--- src/rtl/txwin_pkg.sv ---
package txwin_pkg;
  localparam int NFLAG = 8;
  localparam int NCHAN = 3;

  // channel index of the period accumulators
  localparam int CH_RF   = 0;
  localparam int CH_BEAM = 1;
  localparam int CH_PROT = 2;

  // flag bit positions (software decodes these)
  localparam int FL_RF_SHORT   = 0;
  localparam int FL_RF_LONG    = 1;
  localparam int FL_BEAM_LONG  = 2;
  localparam int FL_IPP_SHORT  = 3;
  localparam int FL_IPP_LONG   = 4;
  localparam int FL_RF_DUTY    = 5;
  localparam int FL_BEAM_DUTY  = 6;
  localparam int FL_PROT_DUTY  = 7;

  // duty limits are in tenths of a percent
  localparam int DUTY_SCALE = 1000;
endpackage

--- src/rtl/txwin_satcnt.sv ---
module txwin_satcnt #(
  parameter int W   = 8,
  parameter int SAT = 255
) (
  input  logic         clk,
  input  logic         rst,
  input  logic         clr,
  input  logic         inc,
  output logic [W-1:0] cnt
);
  localparam logic [W-1:0] TOP = W'(SAT);

  always_ff @(posedge clk) begin
    if (rst || clr) begin
      cnt <= '0;
    end else if (inc && (cnt != TOP)) begin
      cnt <= cnt + 1'b1;
    end
  end
endmodule

--- src/rtl/txwin_ratio.sv ---
module txwin_ratio import txwin_pkg::*; #(
  parameter int W  = 8,
  parameter int LO = 1,
  parameter int HI = 250
) (
  input  logic [W-1:0] on_time,
  input  logic [W-1:0] span,
  output logic         below,
  output logic         above
);
  // 1000 < 2^10, limits < 2^10: 11 extra bits cover both products
  localparam int MW = W + 11;

  logic [MW-1:0] on_x, lo_x, hi_x;

  always_comb begin
    on_x  = MW'(on_time) * MW'(DUTY_SCALE);
    lo_x  = MW'(span) * MW'(LO);
    hi_x  = MW'(span) * MW'(HI);
    below = (on_x < lo_x);
    above = (on_x > hi_x);
  end
endmodule

--- src/rtl/txwin_guard.sv ---
module txwin_guard import txwin_pkg::*; #(
  parameter int RF_MIN       = 5,
  parameter int RF_MAX       = 20000,
  parameter int BEAM_MAX     = 20000,
  parameter int IPP_MIN      = 5000,
  parameter int IPP_MAX      = 500000,
  parameter int RF_DUTY_LO   = 1,
  parameter int RF_DUTY_HI   = 250,
  parameter int BEAM_DUTY_LO = 1,
  parameter int BEAM_DUTY_HI = 250,
  parameter int PROT_DUTY_HI = 400,
  localparam int CW = $clog2(IPP_MAX + 2)
) (
  input  logic             clk,
  input  logic             rst,
  input  logic             tick,
  input  logic             ipp_start,
  input  logic             rf_on,
  input  logic             beam_on,
  input  logic             rxprot,
  input  logic [NFLAG-1:0] clr_flags,
  output logic [NFLAG-1:0] flags,
  output logic             fault,
  output logic [CW-1:0]    rf_time,
  output logic [CW-1:0]    beam_time,
  output logic [CW-1:0]    prot_time,
  output logic [CW-1:0]    ipp_time
);
  localparam int RSAT = RF_MAX + 1;
  localparam int RW   = $clog2(RF_MAX + 2);
  localparam int BSAT = BEAM_MAX + 1;
  localparam int BW   = $clog2(BEAM_MAX + 2);
  localparam int ISAT = IPP_MAX + 1;
  localparam int LO_TAB [NCHAN] = '{RF_DUTY_LO, BEAM_DUTY_LO, 0};
  localparam int HI_TAB [NCHAN] = '{RF_DUTY_HI, BEAM_DUTY_HI, PROT_DUTY_HI};

  logic [NCHAN-1:0] lvl;
  logic             rf_d, beam_d, armed;
  logic             rf_fall, beam_fall, checking;
  logic [RW-1:0]    rf_len;
  logic [BW-1:0]    beam_len;
  logic [CW-1:0]    ipp_cnt;
  logic [CW-1:0]    acc [NCHAN];
  logic [NCHAN-1:0] below, above;
  logic [NFLAG-1:0] ev, flags_d;

  assign lvl       = {rxprot, beam_on, rf_on};
  assign rf_fall   = rf_d & ~rf_on;
  assign beam_fall = beam_d & ~beam_on;
  assign checking  = ipp_start & armed;

  // single-interval length counters, restarted at the falling edge
  txwin_satcnt #(.W(RW), .SAT(RSAT)) u_rf_len (
    .clk(clk), .rst(rst), .clr(rf_fall), .inc(tick & rf_on), .cnt(rf_len)
  );

  txwin_satcnt #(.W(BW), .SAT(BSAT)) u_beam_len (
    .clk(clk), .rst(rst), .clr(beam_fall), .inc(tick & beam_on), .cnt(beam_len)
  );

  // period length, saturating one past the upper bound
  txwin_satcnt #(.W(CW), .SAT(ISAT)) u_ipp (
    .clk(clk), .rst(rst), .clr(ipp_start), .inc(tick), .cnt(ipp_cnt)
  );

  // per-channel period on-time and ratio comparison
  for (genvar g = 0; g < NCHAN; g++) begin : g_chan
    txwin_satcnt #(.W(CW), .SAT(ISAT)) u_acc (
      .clk(clk), .rst(rst), .clr(ipp_start), .inc(tick & lvl[g]), .cnt(acc[g])
    );
    txwin_ratio #(.W(CW), .LO(LO_TAB[g]), .HI(HI_TAB[g])) u_ratio (
      .on_time(acc[g]), .span(ipp_cnt), .below(below[g]), .above(above[g])
    );
  end

  always_comb begin
    ev = '0;
    ev[FL_RF_SHORT]  = rf_fall & (rf_len < RW'(RF_MIN));
    ev[FL_RF_LONG]   = rf_fall & (rf_len > RW'(RF_MAX));
    ev[FL_BEAM_LONG] = beam_fall & (beam_len > BW'(BEAM_MAX));
    ev[FL_IPP_SHORT] = checking & (ipp_cnt < CW'(IPP_MIN));
    ev[FL_IPP_LONG]  = armed & (ipp_cnt == CW'(ISAT));
    ev[FL_RF_DUTY]   = checking & (below[CH_RF] | above[CH_RF]);
    ev[FL_BEAM_DUTY] = checking & (below[CH_BEAM] | above[CH_BEAM]);
    ev[FL_PROT_DUTY] = checking & (below[CH_PROT] | above[CH_PROT]);
    flags_d = (flags & ~clr_flags) | ev;
  end

  always_ff @(posedge clk) begin
    if (rst) begin
      flags     <= '0;
      fault     <= 1'b0;
      rf_d      <= 1'b0;
      beam_d    <= 1'b0;
      armed     <= 1'b0;
      rf_time   <= '0;
      beam_time <= '0;
      prot_time <= '0;
      ipp_time  <= '0;
    end else begin
      flags  <= flags_d;
      fault  <= |flags_d;
      rf_d   <= rf_on;
      beam_d <= beam_on;
      armed  <= armed | ipp_start;
      if (ipp_start) begin
        rf_time   <= acc[CH_RF];
        beam_time <= acc[CH_BEAM];
        prot_time <= acc[CH_PROT];
        ipp_time  <= ipp_cnt;
      end
    end
  end
endmodule

--- config.mk ---
export PLATFORM = sky130hd
export DESIGN_NAME = txwin_guard
export DESIGN_NICKNAME = d
export VERILOG_FILES = /design/src/rtl/txwin_pkg.sv /design/src/rtl/txwin_satcnt.sv /design/src/rtl/txwin_ratio.sv /design/src/rtl/txwin_guard.sv
export SDC_FILE = /design/constraint.sdc
export NUM_CORES = 1
export LEC_CHECK = 0
export BUFFER_PORTS_ARGS = -buffer_cell sky130_fd_sc_hd__buf_2
export CAP_MARGIN = 10
export CORE_UTILIZATION = 58
export DETAILED_ROUTE_END_ITERATION = 8
export PLACE_DENSITY = 0.85
export SLEW_MARGIN = 30
export SYNTH_ARGS = -nofsm -noshare
export SYNTH_HDL_FRONTEND = slang
export SYNTH_SLANG_ARGS = --single-unit
--- constraint.sdc ---
create_clock -name clk -period 10.8 [get_ports clk]
set_input_delay 0.54 -clock clk [delete_from_list [all_inputs] [get_ports clk]]
set_output_delay 0.54 -clock clk [all_outputs]
set_load 0.005 [all_outputs]
; After elaboration in Yosys (flattened, before gate mapping)
; Index checks and enable logic that the tools add are counted.
[totals]
regBits = 194
latch_bits = 0
ramBits = 0
romBits = 0
in_bits = 15
output_inout_bits = 85
elab_cells = 76
memories = 0
[op_classes]
addsub = 6
multipliers = 5
n_div = 0
order_cmp = 10
eq_ne = 7
n_shift = 0
muxes = 0
bitwise_logic = 23
reduce_logical = 10
[ops]
columns = operator, count
row1 = "multiplier 19 x 7 -> 26 bit, second input constant", 4
row2 = "adder 19 x 1 -> 19 bit, second input constant", 4
row3 = "!= test 19 bit, second input constant", 4
row4 = greater-than comparator 29 x 27 -> 1 bit, 2
row5 = < comparator 29 x 19 -> 1 bit, 2
row6 = "adder 15 x 1 -> 15 bit, second input constant", 2
row7 = "greater-than comparator 15 bit, second input constant", 2
row8 = "!= test 15 bit, second input constant", 2
row9 = greater-than comparator 29 x 28 -> 1 bit, 1
row10 = "< comparator 29 x 1 -> 1 bit, second input constant", 1
row11 = "multiplier 19 x 5 -> 24 bit, second input constant", 1
row12 = "equality test 19 bit, second input constant", 1
row13 = "< comparator 19 x 13 -> 1 bit, second input constant", 1
row14 = "< comparator 15 x 3 -> 1 bit, second input constant", 1
row15 = AND 1 bit, 14
row16 = AND 8 bit, 1
row17 = inverter 8 bit, 1
row18 = OR 8 bit, 1
row19 = OR reduction 8 bit, 1
row20 = logical AND 1 bit, 6
row21 = OR 1 bit, 4
row22 = logical OR 1 bit, 3
row23 = inverter 1 bit, 2

; Logic depth before layout (Yosys ltp)
; Gate-level depths: netlist of the first run.
[logic_depth]
word_depth = 6
depth_mapped = 29
mapped_depth_nobuf = 29

; Cells and area by module
; From an unflattened synthesis of the first run, not the netlist that was laid out.
[hier_totals]
hier_cells = 3266
area_unflattened_um2 = 29625.9
[by_module_without_submodules]
columns = module, instances, cells_per_inst, area_each_um2, seq_area_each_um2
row1 = txwin_ratio at g_chan[1].u_ratio, 1, 832, 7524.7, 0.0
row2 = txwin_ratio at g_chan[0].u_ratio, 1, 795, 7295.7, 0.0
row3 = txwin_ratio at g_chan[2].u_ratio, 1, 667, 5805.6, 0.0
row4 = txwin_satcnt at g_chan[0].u_acc ..., 4, 116, 1033.5, 380.4
row5 = txwin_guard, 1, 336, 3364.5, 1761.7
row6 = txwin_satcnt at u_beam_len ..., 2, 86, 750.7, 300.3

; Least setup slack after synthesis of the first run
; Ideal clock, no wire load.
[synth_path]
path_type = reg2reg
startpoint = reg g_chan[1].u_acc.cnt[1]
endpoint = reg fault
setup_time_ns = 0.064
t_arrival_ns = 6.397
t_required_ns = 10.736
setup_slack_ns = 4.339
path_stages_with_launch = 27
path_buffers = 0
synth_period_minus_slack_ns = 6.461
cell_sequence = dfxtp_1 -> inv_1 -> fa_1 -> fa_1 -> fa_1 -> fa_1 -> inv_1 -> ha_1 -> a21oi_1 -> o21ai_0 -> a21o_1 -> a21o_1 -> a21o_1 -> a21o_1 -> a21o_1 -> a21oi_1 -> xnor2_1 -> ha_1 -> nand4_1 -> nor3_1 -> nor4_1 -> nand3_1 -> or4_1 -> or4_1 -> nor4b_1 -> a21oi_1 -> nand4_1
[synth_between]
elab_chain_cells = 6
word_cells_on_any_way = 7
classes_between = mul: 1 / order compare: 2 / bitwise: 3 / reduce/logical: 1
[synth_lines]
columns = element, line
row1 = start: declaration, txwin_satcnt.sv:9  ; output logic [W-1:0] cnt
row2 = start signal: assignment, txwin_satcnt.sv:17  ; cnt <= cnt + 1'b1;
row3 = multiplier 19 x 7 -> 26 bit (*), txwin_ratio.sv:17  ; on_x = MW'(on_time) * MW'(DUTY_SCALE);
row4 = < comparator 29 x 19 -> 1 bit / greater-than comparator 29 x 27 -> 1 bit (equally long branches), "txwin_ratio.sv:20, txwin_ratio.sv:21"
row5 = OR 1 bit (*), txwin_guard.sv:84  ; ev[FL_BEAM_DUTY] = checking & (below[CH_BEAM] | above[CH_BEAM]);
row6 = AND 1 bit (*), txwin_guard.sv:84
row7 = OR 8 bit (*), txwin_guard.sv:86  ; flags_d = (flags & ~clr_flags) | ev;
row8 = OR reduction 8 bit (*), txwin_guard.sv:102  ; fault <= |flags_d;
row9 = end signal: assignment, txwin_guard.sv:102
row10 = end: declaration, txwin_guard.sv:23  ; output logic fault,
; Every way passes the cells marked *; elsewhere a longest branch is shown, timed or not.
; A chain may end at the register's enable or synchronous reset.

; Worst setup path in the final report of the first run
[layout_path]
startpoint = reg u_ipp.cnt[4]
endpoint = reg fault
[layout_between]
elab_chain_cells = 6
word_cells_on_any_way = 19
classes_between = mul: 2 / order compare: 6 / eq/ne: 1 / bitwise: 9 / reduce/logical: 1
[layout_lines]
columns = element, line
row1 = start: declaration, txwin_satcnt.sv:9
row2 = start signal: assignment, txwin_satcnt.sv:17
row3 = multiplier 19 x 7 -> 26 bit / multiplier 19 x 5 -> 24 bit (equally long branches), txwin_ratio.sv:19  ; hi_x = MW'(span) * MW'(HI);
row4 = greater-than comparator 29 x 27 -> 1 bit / greater-than comparator 29 x 28 -> 1 bit (equally long branches), txwin_ratio.sv:21  ; above = (on_x > hi_x);
row5 = OR 1 bit (on tied branches), "txwin_guard.sv:83, txwin_guard.sv:84, txwin_guard.sv:85"
row6 = AND 1 bit (on tied branches), "txwin_guard.sv:83, txwin_guard.sv:84, txwin_guard.sv:85"
row7 = OR 8 bit (*), txwin_guard.sv:86
row8 = OR reduction 8 bit (*), txwin_guard.sv:102
; Marked as above.

==> impl_metrics.json, run 1 <==
{
  "outcome": "complete, no violations",
  "place_congestion": 0.902,
  "drt-pass1-iter-count": 6,
  "hold_viol": 0,
  "grt_max_degree": 77,
  "final_cell_area_um2": 26400,
  "synth_edf_count": 0,
  "grt_pass1_wl_um": 98500,
  "diodes": 0,
  "ant_nets": 0,
  "die_area_um2": 43600,
  "setup_viol": 0,
  "synth.net_count": 3417,
  "dp_hpwl_um": 47900,
  "period_share_pct": 67.3,
  "rsz0062_at_grt": "false",
  "critical-path-max-stage-delay_ns": 0.60,
  "cts.clk_slew.worst_paths_ns": 0.09,
  "fin_skew_ns": 0.0232,
  "yosys_warnings": 0,
  "cpMaxStageDelayCell": "fa_1",
  "leakagePower_nw": 13.1,
  "vias": 18900,
  "crit_buf_inv": 2,
  "cts.repair.resized": 0,
  "clock.fmax_mhz": 138,
  "ys_seq_elements": 194,
  "synth.yosys.seq_area_share_pct": 15.7,
  "root_buffer": "clkbuf_16",
  "vias_per_cell": 5.67,
  "whs_endpoint": "rf_d",
  "initialDrtViolationCount": 1208,
  "synthesis.area_um2": 24800,
  "chipHeight_um": 209,
  "area_delta_synth_final_pct": 6.66,
  "synth.area.top_cells": "fa_1 22%, ha_1 21%, dfxtp_1 16%, inv_1 7.3%, xnor2_1 4.7%",
  "cts_hold_buf": 0,
  "synth_top_area_share_pct": 22.5,
  "hold_start": "rf_on",
  "port_buffers": 99,
  "clk-insertion-delay-late_ns": 0.52,
  "place_area_um2": 25800,
  "cellPowerDensity_nw_per_um2": 58.2,
  "holdPathStages": 2,
  "cts.sinks": 194,
  "grt_antenna_before_repair": 0,
  "r2r_cells": 24,
  "cap_violations": 0,
  "rrSetupSlack_ns": 3.53,
  "initial_utilization_pct": 58.9,
  "r2r-start": "u_ipp.cnt[4]",
  "worst_pin_slew_ns": 0.958,
  "cp_top_family": "adder cells",
  "drc": 0,
  "whs_ns": 0.293,
  "grt_use_total_pct": 28.3,
  "worst-path-max-fanout": 8,
  "drive_above_1_share_pct": 5.94,
  "post-place-ws_ns": 3.67,
  "htree_levels": 4,
  "die_w_um": 209,
  "crit_path_cell_trace": "inv_1, fa_1, fa_1, fa_1, fa_1, inv_1, ha_1, o21ai_0, nor3_1, a2111oi_2, a21boi_1, o211ai_1, a21oi_1, nor2_1, o21ai_0, a21oi_1, xor2_1, ha_1, nand2_1, a311oi_4, o221ai_2, o211a_1, or4_4, nand4_1",
  "ios": 100,
  "ir_worst_vdd_mv": 0.125,
  "syn_avg_cell_area_um2": 9.18,
  "worstSetupPathType": "flip-flop to flip-flop",
  "crit_arrival_ns": 7.73,
  "wl_per_cell_um": 17.5,
  "rows": 75,
  "clockBufferDepth": 2,
  "synth_most_common_cell": "inv_1",
  "wl_um": 58300,
  "post_cts_buffers": 0,
  "synth.distinct_cells": 86,
  "yosysTopAreaCell": "fa_1",
  "start_kind": "flip-flop",
  "grt_pass1_vias": 19900,
  "synth_flop_cell": "dfxtp_1",
  "grt-ovfl-total": 0,
  "hp-class": "primary input to flip-flop",
  "slew_headroom_pct": 36.1,
  "worst_slack_ns": 3.53,
  "finalMaxSlewViolations": 0,
  "cts_buffers": 17,
  "synth_common_cells": "482 x inv_1, 425 x ha_1, 284 x nor2_1",
  "crit_top_cell": "fa_1",
  "core-area_um2": 42000,
  "rr_endpoint": "fault",
  "layout_min_cycle_time_ns": 7.27,
  "final_nets": 3499,
  "required_ns": 11.26,
  "cts_tree": "yes",
  "syn_inst": 2699,
  "final_util_pct": 62.9,
  "setup_tns_ns": 0,
  "async_flop_share_pct": 0,
  "endpoint_kind": "flip-flop"
}
[stage by stage]
step,std cells,power [mW]
after floorplan,2699,0.846
after global placement,3301,0.889
after detailed placement,3301,0.894
after CTS,3333,1.55
after global routing,3333,1.60
final,3333,1.54
[power breakdown]
part | switching (mW) | total [mW] | internal (mW)
Clock | 0.346 | 0.658 | 0.312
Sequential | 0.00736 | 0.727 | 0.720
Combinational | 0.0916 | 0.152 | 0.0606
[how the worst max path moves through the flow]
stage	from	end	slack, ns	cells after the start
after floorplan	g_chan[1].u_acc.cnt[1]	fault	4.34	26
after global placement	g_chan[1].u_acc.cnt[1]	fault	3.84	26
after detailed placement	u_ipp.cnt[4]	fault	3.67	24
after CTS	u_ipp.cnt[4]	fault	3.63	24
after global routing	g_chan[0].u_acc.cnt[0]	fault	3.00	26
final	u_ipp.cnt[4]	fault	3.53	24
[cell type report]
| class | instances | area, um^2 |
|---|---|---|
| Multi-Input combinational cell | 1984 | 18900 |
| Fill cell | 3406 | 15600 |
| Sequential cell | 194 | 3880 |
| Inverter | 482 | 1810 |
| Tap cell | 539 | 674 |
| Timing Repair Buffer | 102 | 523 |
| Clock buffer | 17 | 425 |
| Clock inverter | 15 | 185 |
[registers in the layout, indices dropped and copies added (netlist names)]
register,cells
rf_d,1
rf_time,19
beam_time,19
u_rf_len.cnt,15
ipp_time,19
flags,8
beam_d,1
u_ipp.cnt,19
prot_time,19
u_beam_len.cnt,15
armed,1
fault,1
g_chan.u_acc.cnt,57
[cell usage in the layout (no fill, tap or decap), types with 61 or more instances in the layout]
| master | synthesis | routed |
|---|---|---|
| dfxtp_1 | 194 | 194 |
| xor2_1 | 61 | 61 |
| ha_1 | 425 | 425 |
| fa_1 | 278 | 278 |
| a21oi_1 | 97 | 97 |
| nand2_1 | 98 | 98 |
| o21ai_0 | 70 | 70 |
| mux2i_1 | 78 | 78 |
| xnor2_1 | 132 | 132 |
| inv_1 | 482 | 482 |
| nor2_1 | 284 | 284 |
| buf_2 | 1 | 97 |
[logic make-up after synthesis]
family / after synthesis / synth area share [%]
fa+ha+maj: 704 / 44.0
simple gates: 634 / 12.0
buf+inv: 521 / 7.94
compound gates: 374 / 10.4
flops: 194 / 15.7
xor+xnor: 193 / 6.82
mux: 79 / 3.20
[layer usage]
| metal | wire length [um] | share of wire, % | up-vias | global-route usage [%] |
|---|---|---|---|---|
| met4 | 1470 | 2.5 | 0 | 10.8 |
| met1 | 26100 | 45 | 9285 | 36.7 |
| met3 | 2750 | 4.7 | 96 | 4.66 |
| met5 | 0 | 0 | - | 0 |
| met2 | 28000 | 48 | 462 | 47.2 |
| li1 | - | - | 9063 | - |
Power figures use the tool's default switching activity.
==> run 2: changes to the inputs <==
Clock period 10.8 ns to 6.85 ns, I/O delays scaled along.
==> run 2 against run 1 <==
Against the previous run: power up 58%; sequential share of layout area fell by 0.40 points; clock skew down 0.0020 ns; via count grew 1.2%; sequential power is 57% higher; wire length rose by 0.57%; global-route usage decreased by 0.31 points; worst setup slack got worse by 3.2 ns; critical path depth is 3 higher; combinational power rose by 63%; final cell count up 2.6%; critical path type unchanged.
==> impl_metrics.json, run 2 (synthesis results as in run 1) <==
{
  "clock.fmax_mhz": 153,
  "die_area_um2": 43600,
  "power_mw": 2.43,
  "grt_pass1_wl_um": 97300,
  "final_cell_mix": "466 x inv_1, 422 x ha_1, 282 x nor2_1",
  "layout_min_cycle_time_ns": 6.56,
  "hold_viol": 0,
  "layout_commonest_cell": "inv_1",
  "grt-ovfl-total": 0,
  "critical-path-max-stage-delay_ns": 0.53,
  "rrSetupSlack_ns": 0.29,
  "setup_viol": 0,
  "rows": 75,
  "worst_pin_slew_ns": 0.761,
  "hold_start": "rf_on",
  "ios": 100,
  "area_delta_synth_final_pct": 10.2,
  "grt_use_total_pct": 28.0,
  "largest_reg_flops": 57,
  "cts.clk_slew.worst_paths_ns": 0.08,
  "post-place-ws_ns": 0.0126,
  "fin_skew_ns": 0.0212,
  "hp-class": "primary input to flip-flop",
  "dp_hpwl_um": 48200,
  "worst_slack_ns": 0.294,
  "required_ns": 7.31,
  "endpoint_kind": "flip-flop",
  "whs_endpoint": "rf_d",
  "cts.sinks": 194,
  "finalMaxSlewViolations": 0,
  "htree_levels": 4,
  "final_nets": 3584,
  "largest-register": "g_chan.u_acc.cnt",
  "crit_top_cell": "a21o_1",
  "rr_endpoint": "flags[6]",
  "period_share_pct": 95.7,
  "ant_nets": 0,
  "whs_ns": 0.0881,
  "setup_tns_ns": 0,
  "drive_above_1_share_pct": 11.1,
  "drt-pass1-iter-count": 6,
  "chipHeight_um": 209,
  "initialDrtViolationCount": 1148,
  "die_w_um": 209,
  "vias_per_cell": 5.60,
  "clockBufferDepth": 2,
  "cellPowerDensity_nw_per_um2": 89.0,
  "grt_antenna_before_repair": 1,
  "drc": 0,
  "wl_per_cell_um": 17.2,
  "crit_buf_inv": 3,
  "ir_worst_vdd_mv": 0.194,
  "grt_pass1_vias": 19800,
  "wl_um": 58700,
  "cap_violations": 0,
  "initial_utilization_pct": 58.9,
  "leakagePower_nw": 13.6,
  "cp_top_family": "adder cells",
  "outcome": "complete, no violations",
  "crit_arrival_ns": 7.01,
  "worst-path-max-fanout": 5,
  "port_buffers": 99,
  "start_kind": "flip-flop",
  "clk-insertion-delay-late_ns": 0.51,
  "slew_headroom_pct": 49.3,
  "diodes": 0,
  "holdPathStages": 2,
  "vias": 19100,
  "root_buffer": "clkbuf_16",
  "core-area_um2": 42000,
  "cts_buffers": 17,
  "worstSetupPathType": "flip-flop to flip-flop",
  "grt_max_degree": 52,
  "r2r-start": "g_chan[1].u_acc.cnt[2]",
  "fillers": 3384,
  "cts_tree": "yes",
  "r2r_cells": 27,
  "place_congestion": 0.952,
  "cpMaxStageDelayCell": "fa_1"
}
## run 2: what timing repair did
action                     in CTS  in global routing
resized for setup               1                 78
setup buffers                   0                 22
pin swaps                       0                 31
setup endpoints to repair       2                  4
hold buffers                    0                  0
## run 2: power by group
group / leakage [nW] / internal (mW) / switching, mW / total, mW
clock: 0.297 / 0.495 / 0.546 / 1.04
sequential: 1.57 / 1.14 / 0.00727 / 1.14
combinational: 11.7 / 0.101 / 0.147 / 0.248
total: 13.6 / 1.73 / 0.701 / 2.43
## run 2: layout make-up
cell class                      count  area (um^2)  area share, %
Multi-Input combinational cell   1984        19100           70.1
Clock inverter                     15          179          0.655
Clock buffer                       17          425           1.56
Timing Repair Buffer              187         1160           4.25
Sequential cell                   194         3910           14.3
Inverter                          482         1830           6.69
Tap cell                          539          674           2.47
## run 2: layer usage
layer / vias to the layer above / routed length (um) / track usage [%] / part of all wire, %
met2: 440 / 27800 / 46.3 / 47
met3: 115 / 3380 / 6.30 / 5.8
met4: 0 / 1810 / 11.0 / 3.1
met1: 9338 / 25700 / 35.5 / 44
met5: - / 0 / 0 / 0
li1: 9237 / - / - / -
## run 2: worst reg2reg max path, delay by kind of cell (launching register included)
family          cells  cell delay [ns]
fa+ha+maj           6             2.54
simple gates        8             1.91
compound gates      9             1.40
flops               1             0.32
buf+inv             3             0.26
xor+xnor            1             0.10
## run 2: worst max path at each step
stage               endpoint                   start  slack [ns]  depth (start not counted)
floorplan              fault  g_chan[1].u_acc.cnt[1]        0.39                         26
global placement       fault  g_chan[1].u_acc.cnt[1]        0.15                         26
detailed placement     fault  g_chan[1].u_acc.cnt[1]        0.01                         26
CTS                    fault  g_chan[1].u_acc.cnt[1]        0.02                         26
global route           fault  g_chan[1].u_acc.cnt[1]       -0.06                         26
finish              flags[6]  g_chan[1].u_acc.cnt[2]        0.29                         27
## run 2: metrics by stage
step,cell area [um^2],util [%],cells
6_report,27300,65.0,3418
5_1_grt,27300,65.0,3418
4_1_cts,26900,64.0,3396
3_5_place_dp,26300,62.5,3364
3_3_place_gp,26300,62.5,3364
2_1_floorplan,24800,-,2699
==> run 3: changes to the inputs <==
Settings changed: BUFFER_PORTS_ARGS -buffer_cell sky130_fd_sc_hd__buf_2 to default, CORE_ASPECT_RATIO from default to 0.7, DONT_BUFFER_PORTS from default to 1, PLACE_DENSITY 0.85 to 0.83.
==> run 3 against run 2 <==
Against the previous run: combinational power shrank 4%; design area shrank 0.38%; first-iteration DRC count grew 24%; fmax shrank 0.36%; critical endpoint is now fault; clock-buffer cell count grew 1; sequential power is essentially flat; worst hold slack lost 0.061 ns; critical path depth is the same; die area is essentially flat.
==> impl_metrics.json, run 3 (synthesis results as in run 1) <==
{
  "ios": 100,
  "place_area_um2": 25900,
  "drt-pass1-iter-count": 5,
  "rows": 62,
  "clk-insertion-delay-late_ns": 0.49,
  "wl_um": 61700,
  "drive_above_1_share_pct": 9.46,
  "final_nets": 3507,
  "vias_per_cell": 5.73,
  "final_cell_mix": "471 x inv_1, 410 x ha_1, 279 x nor2_1",
  "crit_path_end": "fault",
  "crit_top_cell": "fa_1",
  "crit_buf_inv": 7,
  "layout_min_cycle_time_ns": 6.58,
  "cellPowerDensity_nw_per_um2": 89.6,
  "stdcell_count": 3346,
  "largest-register": "g_chan.u_acc.cnt",
  "ir_worst_vdd_mv": 0.165,
  "grt_pass1_vias": 19200,
  "grt_antenna_before_repair": 0,
  "die_w_um": 249,
  "cts.clk_slew.worst_paths_ns": 0.09,
  "ant_nets": 0,
  "rr_endpoint": "fault",
  "leakagePower_nw": 13.2,
  "drc": 0,
  "initial_utilization_pct": 59.6,
  "worst-path-max-fanout": 5,
  "met1_usage_pct": 41.1,
  "root_buffer": "clkbuf_16",
  "grt_max_degree": 86,
  "cts_tree": "yes",
  "area_delta_synth_final_pct": 9.83,
  "fin_skew_ns": 0.0145,
  "met3_usage_pct": 8.12,
  "clock.fmax_mhz": 152,
  "finalMaxSlewViolations": 0,
  "grt_pass1_wl_um": 99000,
  "cap_violations": 0,
  "die_area_um2": 43600,
  "layout_commonest_cell": "inv_1",
  "vias": 19200,
  "worstSetupPathType": "flip-flop to flip-flop",
  "endpoint_kind": "flip-flop",
  "r2r_cells": 27,
  "hp-class": "primary input to flip-flop",
  "clockBufferDepth": 2,
  "htree_levels": 4,
  "critPathLaunch": "u_ipp.cnt[11]",
  "core-area_um2": 41600,
  "hold_viol": 0,
  "place_congestion": 0.955,
  "cts_buffers": 17,
  "port_buffers": 0,
  "globalRoute.busiestLayer": "met2",
  "dp_hpwl_um": 49000,
  "final_cell_area_um2": 27200,
  "crit_arrival_ns": 6.95,
  "worst_pin_slew_ns": 1.03,
  "critical-path-max-stage-delay_ns": 0.52,
  "rrSetupSlack_ns": 0.27,
  "setup_viol": 0,
  "start_kind": "flip-flop",
  "grt_use_total_pct": 28.7,
  "largest_reg_flops": 57,
  "period_share_pct": 96.1,
  "cpMaxStageDelayCell": "fa_1",
  "initialDrtViolationCount": 1428,
  "wl_per_cell_um": 18.4,
  "slew_headroom_pct": 31.1,
  "cts.sinks": 194,
  "outcome": "complete, no violations",
  "dpl.cell_count": 3290,
  "cp_top_family": "adder cells",
  "r2r-start": "u_ipp.cnt[11]",
  "required_ns": 7.23,
  "grt-ovfl-total": 0,
  "crit_cells": 27,
  "chipHeight_um": 175,
  "whs_ns": 0.0274,
  "grt_use_met2_pct": 43.2,
  "diodes": 0
}
[run 3: worst min-delay path by stage]
stage / start / end / slack [ns] / cells past startpoint
final: ipp_start / prot_time[10] / 0.03 / 2
after global placement: rst / prot_time[10] / 0.42 / 1
after CTS: ipp_start / ipp_time[6] / 0.003 / 2
after floorplan: u_beam_len.cnt[11] / u_beam_len.cnt[11] / 0.45 / 2
after global routing: ipp_start / prot_time[6] / 0.01 / 2
after detailed placement: rst / prot_time[9] / 0.43 / 1
[run 3: cell type report]
cell class,count,area [um^2]
Timing Repair Buffer,110,866
Clock buffer,18,439
Sequential cell,194,3910
Tap cell,544,681
Inverter,482,1820
Fill cell,3189,14400
Multi-Input combinational cell,1984,19400
Clock inverter,14,141
[run 3: through the flow]
stage | power [mW] | utilization, % | setup TNS (ns) | worst slack (ns)
floorplan | 1.33 | - | 0 | 0.389
CTS | 2.44 | 63.9 | 0 | 0.00904
finish | 2.44 | 65.5 | 0 | 0.270
detailed placement | 1.38 | 62.4 | 0 | 0.0851
global route | 2.52 | 65.5 | -0.111 | -0.0950
global placement | 1.38 | 62.4 | 0 | 0.118
[run 3: report_power, final]
| group | leakage, nW | total (mW) | switching, mW | internal, mW |
|---|---|---|---|---|
| Sequential | 1.57 | 1.15 | 0.0107 | 1.13 |
| Clock | 0.284 | 1.06 | 0.532 | 0.523 |
| Combinational | 11.3 | 0.239 | 0.140 | 0.0984 |
[run 3: repair_timing]
item	CTS	global route
gates resized for setup	0	118
setup buffers	0	21
setup endpoints to repair	0	4
endpoints found under the hold margin	85	0
hold buffers	3	0
[run 3: layer usage]
metal / up-vias / share of wire, %
met5: - / 0.055
met4: 2 / 1.3
met3: 55 / 9.3
met2: 604 / 44
met1: 9421 / 46
li1: 9079 / -
